===== src/rtl/vga_raster_pkg.sv =====
package vga_raster_pkg;

  localparam int unsigned DEF_COORD_W = 10;
  localparam int unsigned DEF_H_VIS   = 640;
  localparam int unsigned DEF_H_FRONT = 16;
  localparam int unsigned DEF_H_PULSE = 96;
  localparam int unsigned DEF_H_BACK  = 48;
  localparam int unsigned DEF_V_VIS   = 480;
  localparam int unsigned DEF_V_FRONT = 10;
  localparam int unsigned DEF_V_PULSE = 2;
  localparam int unsigned DEF_V_BACK  = 33;

  // Segments of one axis in scan order
  typedef enum logic [1:0] {
    SEG_SHOW  = 2'd0,
    SEG_FRONT = 2'd1,
    SEG_PULSE = 2'd2,
    SEG_BACK  = 2'd3
  } seg_e;

  function automatic seg_e seg_of(input int unsigned pos,
                                  input int unsigned vis,
                                  input int unsigned front,
                                  input int unsigned pulse);
    seg_e s;
    if (pos < vis)                      s = SEG_SHOW;
    else if (pos < vis + front)         s = SEG_FRONT;
    else if (pos < vis + front + pulse) s = SEG_PULSE;
    else                                s = SEG_BACK;
    return s;
  endfunction

endpackage


===== src/rtl/vga_rst_sync.sv =====
module vga_rst_sync (
  input  logic clk,
  input  logic arst_n,
  output logic srst_n
);

  logic stage1_q;
  logic stage2_q;

  always_ff @(posedge clk or negedge arst_n) begin
    if (!arst_n) begin
      stage1_q <= 1'b0;
      stage2_q <= 1'b0;
    end else begin
      stage1_q <= 1'b1;
      stage2_q <= stage1_q;
    end
  end

  assign srst_n = stage2_q;

endmodule


===== src/rtl/vga_pix_enable.sv =====
module vga_pix_enable (
  input  logic clk,
  input  logic rst_n,
  output logic pix_en
);

  logic en_q;
  logic en_d;

  always_comb begin
    en_d = ~en_q;
  end

  always_ff @(posedge clk or negedge rst_n) begin
    if (!rst_n) en_q <= 1'b0;
    else        en_q <= en_d;
  end

  assign pix_en = en_q;

endmodule


===== src/rtl/vga_axis.sv =====
module vga_axis
  import vga_raster_pkg::*;
#(
  parameter int unsigned W     = 10,
  parameter int unsigned VIS   = 640,
  parameter int unsigned FRONT = 16,
  parameter int unsigned PULSE = 96,
  parameter int unsigned BACK  = 48
) (
  input  logic         clk,
  input  logic         rst_n,
  input  logic         step,
  output logic [W-1:0] pos,
  output logic         at_end,
  output logic         visible,
  output logic         pulse_n,
  output logic         on_last
);

  localparam int unsigned  TOTAL    = VIS + FRONT + PULSE + BACK;
  localparam logic [W-1:0] END_POS  = W'(TOTAL - 1);
  localparam logic [W-1:0] LAST_VIS = W'(VIS - 1);

  logic [W-1:0] pos_q;
  logic [W-1:0] pos_d;
  seg_e         seg;

  always_comb begin
    pos_d = pos_q;
    if (step) begin
      if (pos_q == END_POS) pos_d = '0;
      else                  pos_d = pos_q + 1'b1;
    end
  end

  always_ff @(posedge clk or negedge rst_n) begin
    if (!rst_n) pos_q <= '0;
    else        pos_q <= pos_d;
  end

  always_comb begin
    seg     = seg_of(int'(pos_q), VIS, FRONT, PULSE);
    visible = (seg == SEG_SHOW);
    pulse_n = (seg != SEG_PULSE);
    on_last = (pos_q == LAST_VIS);
    at_end  = (pos_q == END_POS);
  end

  assign pos = pos_q;

endmodule


===== src/rtl/vga_raster_gen.sv =====
module vga_raster_gen
  import vga_raster_pkg::*;
#(
  parameter int unsigned COORD_W = DEF_COORD_W,
  parameter int unsigned H_VIS   = DEF_H_VIS,
  parameter int unsigned H_FRONT = DEF_H_FRONT,
  parameter int unsigned H_PULSE = DEF_H_PULSE,
  parameter int unsigned H_BACK  = DEF_H_BACK,
  parameter int unsigned V_VIS   = DEF_V_VIS,
  parameter int unsigned V_FRONT = DEF_V_FRONT,
  parameter int unsigned V_PULSE = DEF_V_PULSE,
  parameter int unsigned V_BACK  = DEF_V_BACK
) (
  input  logic               clk,
  input  logic               rst_n,
  output logic               hsync_n,
  output logic               vsync_n,
  output logic [COORD_W-1:0] col,
  output logic [COORD_W-1:0] row,
  output logic               blank,
  output logic               last_col,
  output logic               last_row
);

  logic srst_n;
  logic pix_en;
  logic h_end;
  logic h_vis;
  logic v_step;
  logic v_end;
  logic v_vis;

  vga_rst_sync i_rst_sync (
    .clk    (clk),
    .arst_n (rst_n),
    .srst_n (srst_n)
  );

  vga_pix_enable i_pix_enable (
    .clk    (clk),
    .rst_n  (srst_n),
    .pix_en (pix_en)
  );

  vga_axis #(
    .W     (COORD_W),
    .VIS   (H_VIS),
    .FRONT (H_FRONT),
    .PULSE (H_PULSE),
    .BACK  (H_BACK)
  ) i_h_axis (
    .clk     (clk),
    .rst_n   (srst_n),
    .step    (pix_en),
    .pos     (col),
    .at_end  (h_end),
    .visible (h_vis),
    .pulse_n (hsync_n),
    .on_last (last_col)
  );

  // The row moves only on the enabled step that ends a line
  always_comb begin
    v_step = pix_en & h_end;
  end

  vga_axis #(
    .W     (COORD_W),
    .VIS   (V_VIS),
    .FRONT (V_FRONT),
    .PULSE (V_PULSE),
    .BACK  (V_BACK)
  ) i_v_axis (
    .clk     (clk),
    .rst_n   (srst_n),
    .step    (v_step),
    .pos     (row),
    .at_end  (v_end),
    .visible (v_vis),
    .pulse_n (vsync_n),
    .on_last (last_row)
  );

  always_comb begin
    blank = ~(h_vis & v_vis);
  end

endmodule


===== config.mk =====
export PLATFORM = sky130hd
export DESIGN_NAME = vga_raster_gen
export DESIGN_NICKNAME = d
export VERILOG_FILES = /design/src/rtl/vga_raster_pkg.sv /design/src/rtl/vga_rst_sync.sv /design/src/rtl/vga_pix_enable.sv /design/src/rtl/vga_axis.sv /design/src/rtl/vga_raster_gen.sv
export SDC_FILE = /design/constraint.sdc
export NUM_CORES = 1
export LEC_CHECK = 0
export BUFFER_PORTS_ARGS = -buffer_cell sky130_fd_sc_hd__buf_2
export CAP_MARGIN = 30
export CORE_MARGIN = 4
export CORE_UTILIZATION = 50
export CTS_CLUSTER_DIAMETER = 150
export CTS_CLUSTER_SIZE = 40
export DETAILED_ROUTE_END_ITERATION = 6
export HOLD_SLACK_MARGIN = 0.02
export PLACE_DENSITY = 0.79
export SYNTH_ARGS = -nofsm -noshare
export SYNTH_HDL_FRONTEND = slang
export SYNTH_SLANG_ARGS = --single-unit

===== constraint.sdc =====
create_clock -name clk -period 1.35 [get_ports clk]
set_input_delay 0 -clock clk [delete_from_list [all_inputs] [get_ports clk]]
set_output_delay 0 -clock clk [all_outputs]
set_load 0.1 [all_outputs]

==> results of run 1 <==
logic make-up after synthesis:
| kind of cell | count (synthesis) |
|---|---|
| simple gates | 59 |
| mux | 1 |
| flops | 23 |
| xor+xnor | 8 |
| fa+ha+maj | 3 |
| buf+inv | 8 |
| compound gates | 22 |
| other cells | 1 |
repair_timing:
action | in CTS
cloned | 0
resized for setup | 37
buffers inserted | 7
pin swaps | 16
endpoints found under the hold margin | 2
endpoints found under the setup margin | 21
hold buffers | 2
through the flow:
| stage | setup WS [ns] | TNS, ns | instance area, um^2 | utilization, % |
|---|---|---|---|---|
| after detailed placement | -0.315 | -2.76 | 1890 | 82.9 |
| after CTS | -0.368 | -4.73 | 2140 | 93.8 |
| after global placement | -0.232 | -2.17 | 1890 | 82.9 |
| after floorplan | -0.567 | -6.06 | 1410 | - |
==> flow_metrics.py, run 1 <==
metrics = {
    "timing": {
        "worst_endpoint": "i_v_axis.pos[2]$_DFFE_PN0P_/D",
        "worst_path_end_type": "register data pin",
    },
    "place": {
        "dpl.cell_count": 213,
        "place.gp.congestion": 0.877,
        "hpwl_mm": 2.87,
        "port-buffer-count": 26,
    },
    "synth": {
        "synth_edf_count": 0,
        "yosysSeqAreaShare_pct": 46.8,
        "synth_nets": 130,
        "synthCells": 125,
        "synth_common_cells": "dfrtp_1 (23), nand2_1 (13), o21ai_0 (10), nor2_1 (8), nand4_1 (6)",
        "synth_compound_area_share_pct": 11.1,
        "yosysMostFrequentCell": "dfrtp_1",
        "synth_cell_types": 34,
        "ys.flop_type": "dfrtp_1",
        "syn-mean-instance-area_um2": 9.83,
        "ys_warn_count": 0,
        "synth_top_family_by_area": "simple AND/OR/NAND/NOR gates",
        "synthArstFlopShare_pct": 100,
        "synthesis.area_um2": 1230,
        "yosys-top-cells-area": "dfrtp_1 (47%), o21ai_0 (4.1%), nand2_1 (4.0%)",
        "synthXorXnorAreaFrac_pct": 5.70,
        "synth_mux_area_share_pct": 0.815,
        "synth-simple-area-share_pct": 29.4,
        "netlist.area_leader.share_pct": 46.8,
        "ys_seq_elements": 23,
        "synthAdderAreaFrac_pct": 3.05,
        "yosysTopAreaCell": "dfrtp_1",
    },
    "clock_network": {
        "cts_buffer_depth": 2,
        "clock_sinks": 23,
        "cts_root_buf": "clkbuf_4",
        "htree_levels": 1,
        "cts_buffers": 3,
    },
    "floorplan": {
        "die_h_um": 57.6,
        "die_w_um": 57.6,
        "start_util_pct": 54.0,
        "io_pins": 27,
        "num_rows": 17,
    },
    "run_status": {
        "haltStage": "global routing (5_1_grt)",
        "error": "[ERROR DPL-0038] Utilization greater than 100%, impossible to legalize",
        "status": "aborted with a tool error",
    },
    "global_routing": {
        "grt_max_degree": 14,
    },
}
==> run 2, diff against run 1 <==
--- a/config.mk
+++ b/config.mk
@@ -7,13 +7,10 @@
 export LEC_CHECK = 0
 export BUFFER_PORTS_ARGS = -buffer_cell sky130_fd_sc_hd__buf_2
 export CAP_MARGIN = 30
-export CORE_MARGIN = 4
-export CORE_UTILIZATION = 50
-export CTS_CLUSTER_DIAMETER = 150
-export CTS_CLUSTER_SIZE = 40
+export CORE_AREA = 4 4 65 67
 export DETAILED_ROUTE_END_ITERATION = 6
-export HOLD_SLACK_MARGIN = 0.02
-export PLACE_DENSITY = 0.79
+export DIE_AREA = 0 0 69 71
+export PLACE_DENSITY_LB_ADDON = 0.15
 export SYNTH_ARGS = -nofsm -noshare
 export SYNTH_HDL_FRONTEND = slang
 export SYNTH_SLANG_ARGS = --single-unit
==> run 2 against run 1 <==
Net effect:
- the flow now finishes, with violations (negative setup slack)
- area after synthesis unchanged
- synthesized cell count unchanged
==> flow_metrics.py, run 2 <==
metrics = {
    "synth": {
        "synthArstFlopShare_pct": 100,
        "yosysMostFrequentCell": "dfrtp_1",
        "ys_warn_count": 0,
        "synthesis.area_um2": 1230,
        "ys_seq_elements": 23,
        "yosysTopAreaCell": "dfrtp_1",
        "netlist.area_leader.share_pct": 46.8,
        "yosys-top-cells-area": "dfrtp_1 (47%), o21ai_0 (4.1%), nand2_1 (4.0%)",
        "syn-mean-instance-area_um2": 9.83,
        "synth_cell_types": 34,
        "synth_nets": 130,
        "synthCells": 125,
        "synth_common_cells": "dfrtp_1 (23), nand2_1 (13), o21ai_0 (10), nor2_1 (8), nand4_1 (6)",
        "synth_edf_count": 0,
        "yosysSeqAreaShare_pct": 46.8,
        "ys.flop_type": "dfrtp_1",
    },
    "power_and_ir_drop": {
        "combPwrFrac_pct": 1.7,
        "p_leak_nw": 0.950,
        "pwr-share-seq_pct": 60.3,
        "cellPowerDensity_nw_per_um2": 498,
        "clockPowerShare_pct": 38.1,
        "vdd_drop_max_mv": 0.240,
        "switching_share_pct": 21.4,
        "switchingPower_mw": 0.246,
        "p_int_mw": 0.901,
        "power_mw": 1.15,
    },
    "critical_path": {
        "worstPathCellList": "buf_6 -> inv_4 -> ha_4 -> nor4bb_4 -> and3_4 -> or4_1 -> o21ai_1",
        "path_max_fanout": 6,
        "slowest_stage": "or4_1",
        "path_class": "reg -> reg",
        "crit_required_ns": 1.54,
        "slowest_delay_ns": 0.46,
        "critPathLaunchType": "register",
        "crit_family": "simple AND/OR/NAND/NOR gates",
        "worst-path-buf-inv": 2,
        "arrival_ns": 1.87,
        "crit_path_end_kind": "register",
    },
    "timing": {
        "worst_slack_ns": -0.338,
        "skew_ns": 0.00849,
        "rsz0062_at_grt": "true",
        "hold_violations": 0,
        "period_minus_slack_ns": 1.69,
        "clock.fmax_mhz": 592,
        "post-route-period-util_pct": 125,
        "fin_hold_ws_ns": 0.0388,
        "finalSetupViolCount": 21,
        "tns_ns": -3.78,
        "drv_slew": 0,
    },
    "clock_network": {
        "cts_buffers": 3,
        "cts_tree": "done",
        "clock_sinks": 23,
        "insertion_delay_ns": 0.27,
        "cts_root_buf": "clkbuf_8",
        "cts_buffer_depth": 2,
        "path_clk_slew_ns": 0.09,
        "htree_levels": 1,
    },
    "drt": {
        "first_iter_violations": 57,
        "via_count": 1307,
        "postRouteAntennaNets": 0,
        "wl_per_cell_um": 15.6,
        "drt_wl_total_mm": 3.99,
        "viasPerCell": 5.13,
        "dr.pass1.iters": 4,
        "drc": 0,
    },
    "hold_path": {
        "holdCritPathClass": "in -> async",
    },
    "layout": {
        "antenna_cells": 0,
        "layout_commonest_cell": "buf_4",
        "fillCellCount": 318,
        "fin_nets": 213,
        "stdcell_area_um2": 2300,
        "stdcell_count": 255,
        "area_growth_pct": 87.3,
        "layout_common_cells": "buf_4 (39), buf_2 (19), dfrtp_4 (16), buf_6 (15), nand2_1 (9)",
        "drive_above_1_share_pct": 69.1,
    },
    "job": {
        "maxCapViolCount": 0,
    },
    "floorplan": {
        "core-area_um2": 3630,
        "io_pins": 27,
        "die_h_um": 71,
        "num_rows": 22,
        "die_w_um": 69,
        "die_area_um2": 4900,
        "start_util_pct": 33.8,
    },
    "global_routing": {
        "grt_max_degree": 22,
        "grt_pass1_wl_mm": 6.47,
        "antenna_found_initial": 0,
        "grt_pass1_vias": 1375,
        "grt_usage_pct": 16.2,
        "overflow": 0,
    },
    "place": {
        "place.gp.congestion": 0.850,
        "postPlaceCellArea_um2": 1930,
        "port-buffer-count": 26,
        "hpwl_mm": 2.69,
        "dpl.cell_count": 235,
    },
    "run_status": {
        "failed_checks": "negative setup slack",
        "status": "finished with violations",
    },
}
run 2: timing repair:
item,CTS,global route
pin swaps,23,9
hold buffers,1,0
resized for setup,33,20
setup endpoints to repair,20,22
endpoints found under the hold margin,2,0
setup buffers,10,6
gates cloned,1,0
run 2: final cells by class:
class                      instances  area [um^2]  area share (%)
clock buffer                       3         41.3            1.79
clock inverter                     1         5.00           0.218
inverter                           5         27.5            1.20
multi-input combinational         95          852            37.0
sequential                        23          641            27.8
tap                               48         60.1            2.61
timing repair buffer              80          674            29.3
run 2: power by group through the flow:
stage | Combinational, mW | Sequential [mW] | Clock (mW)
after floorplan | 0.000241 | 0.715 | 0
after detailed placement | 0.0189 | 0.707 | 0
after CTS | 0.0208 | 0.691 | 0.455
after global routing | 0.0231 | 0.692 | 0.491
final | 0.0192 | 0.691 | 0.437
after global placement | 0.0180 | 0.707 | 0
run 2: routing by layer:
layer / up-vias / global-route usage [%] / part of all wire (%)
met3: 4 / 2.56 / 3.1
met1: 652 / 20.0 / 42
met2: 31 / 28.9 / 54
met4: 0 / 5.42 / 1.1
met5: - / 0 / 0
li1: 620 / - / -
run 2: worst register-to-register path: stages (launching register included):
cell	delay, ns
dfrtp_4	0.45
buf_6	0.11
inv_4	0.03
ha_4	0.14
nor4bb_4	0.15
and3_4	0.20
or4_1	0.46
o21ai_1	0.09
run 2: worst paths after layout:
path	startpoint	to	slack, ns	cells after the start
worst min register to register	i_rst_sync.srst_n	i_v_axis.pos[4]	0.22	1
worst min-delay path	rst_n	i_rst_sync.srst_n	0.04	2
worst max-delay path	i_v_axis.pos[1]	i_v_axis.pos[6]	-0.34	7
min in group clk	i_rst_sync.stage1_q	i_rst_sync.srst_n	0.36	0
worst max register to register	i_v_axis.pos[1]	i_v_axis.pos[6]	-0.34	7
max in group asynchronous	i_rst_sync.srst_n	i_v_axis.pos[7]	0.86	1
run 2: kinds of logic after synthesis:
family / Yosys count / share of synthesized area [%]
and+or+nand+nor: 59 / 29.4
DFF: 23 / 46.8
AOI/OAI and AO/OA: 22 / 11.1
buffers and inverters: 8 / 2.75
xor gates and xnor gates: 8 / 5.70
muxes: 1 / 0.815
other: 1 / 0.305
adders and majority gates: 3 / 3.06
run 2: stage by stage:
| step | util (%) | setup slack, ns |
|---|---|---|
| after floorplan | - | -0.567 |
| after global placement | 53.1 | -0.203 |
| after detailed placement | 53.1 | -0.247 |
| after CTS | 60.4 | -0.330 |
| after global routing | 63.3 | -0.369 |
| final | 63.3 | -0.338 |
Power figures use the tool's default switching activity.
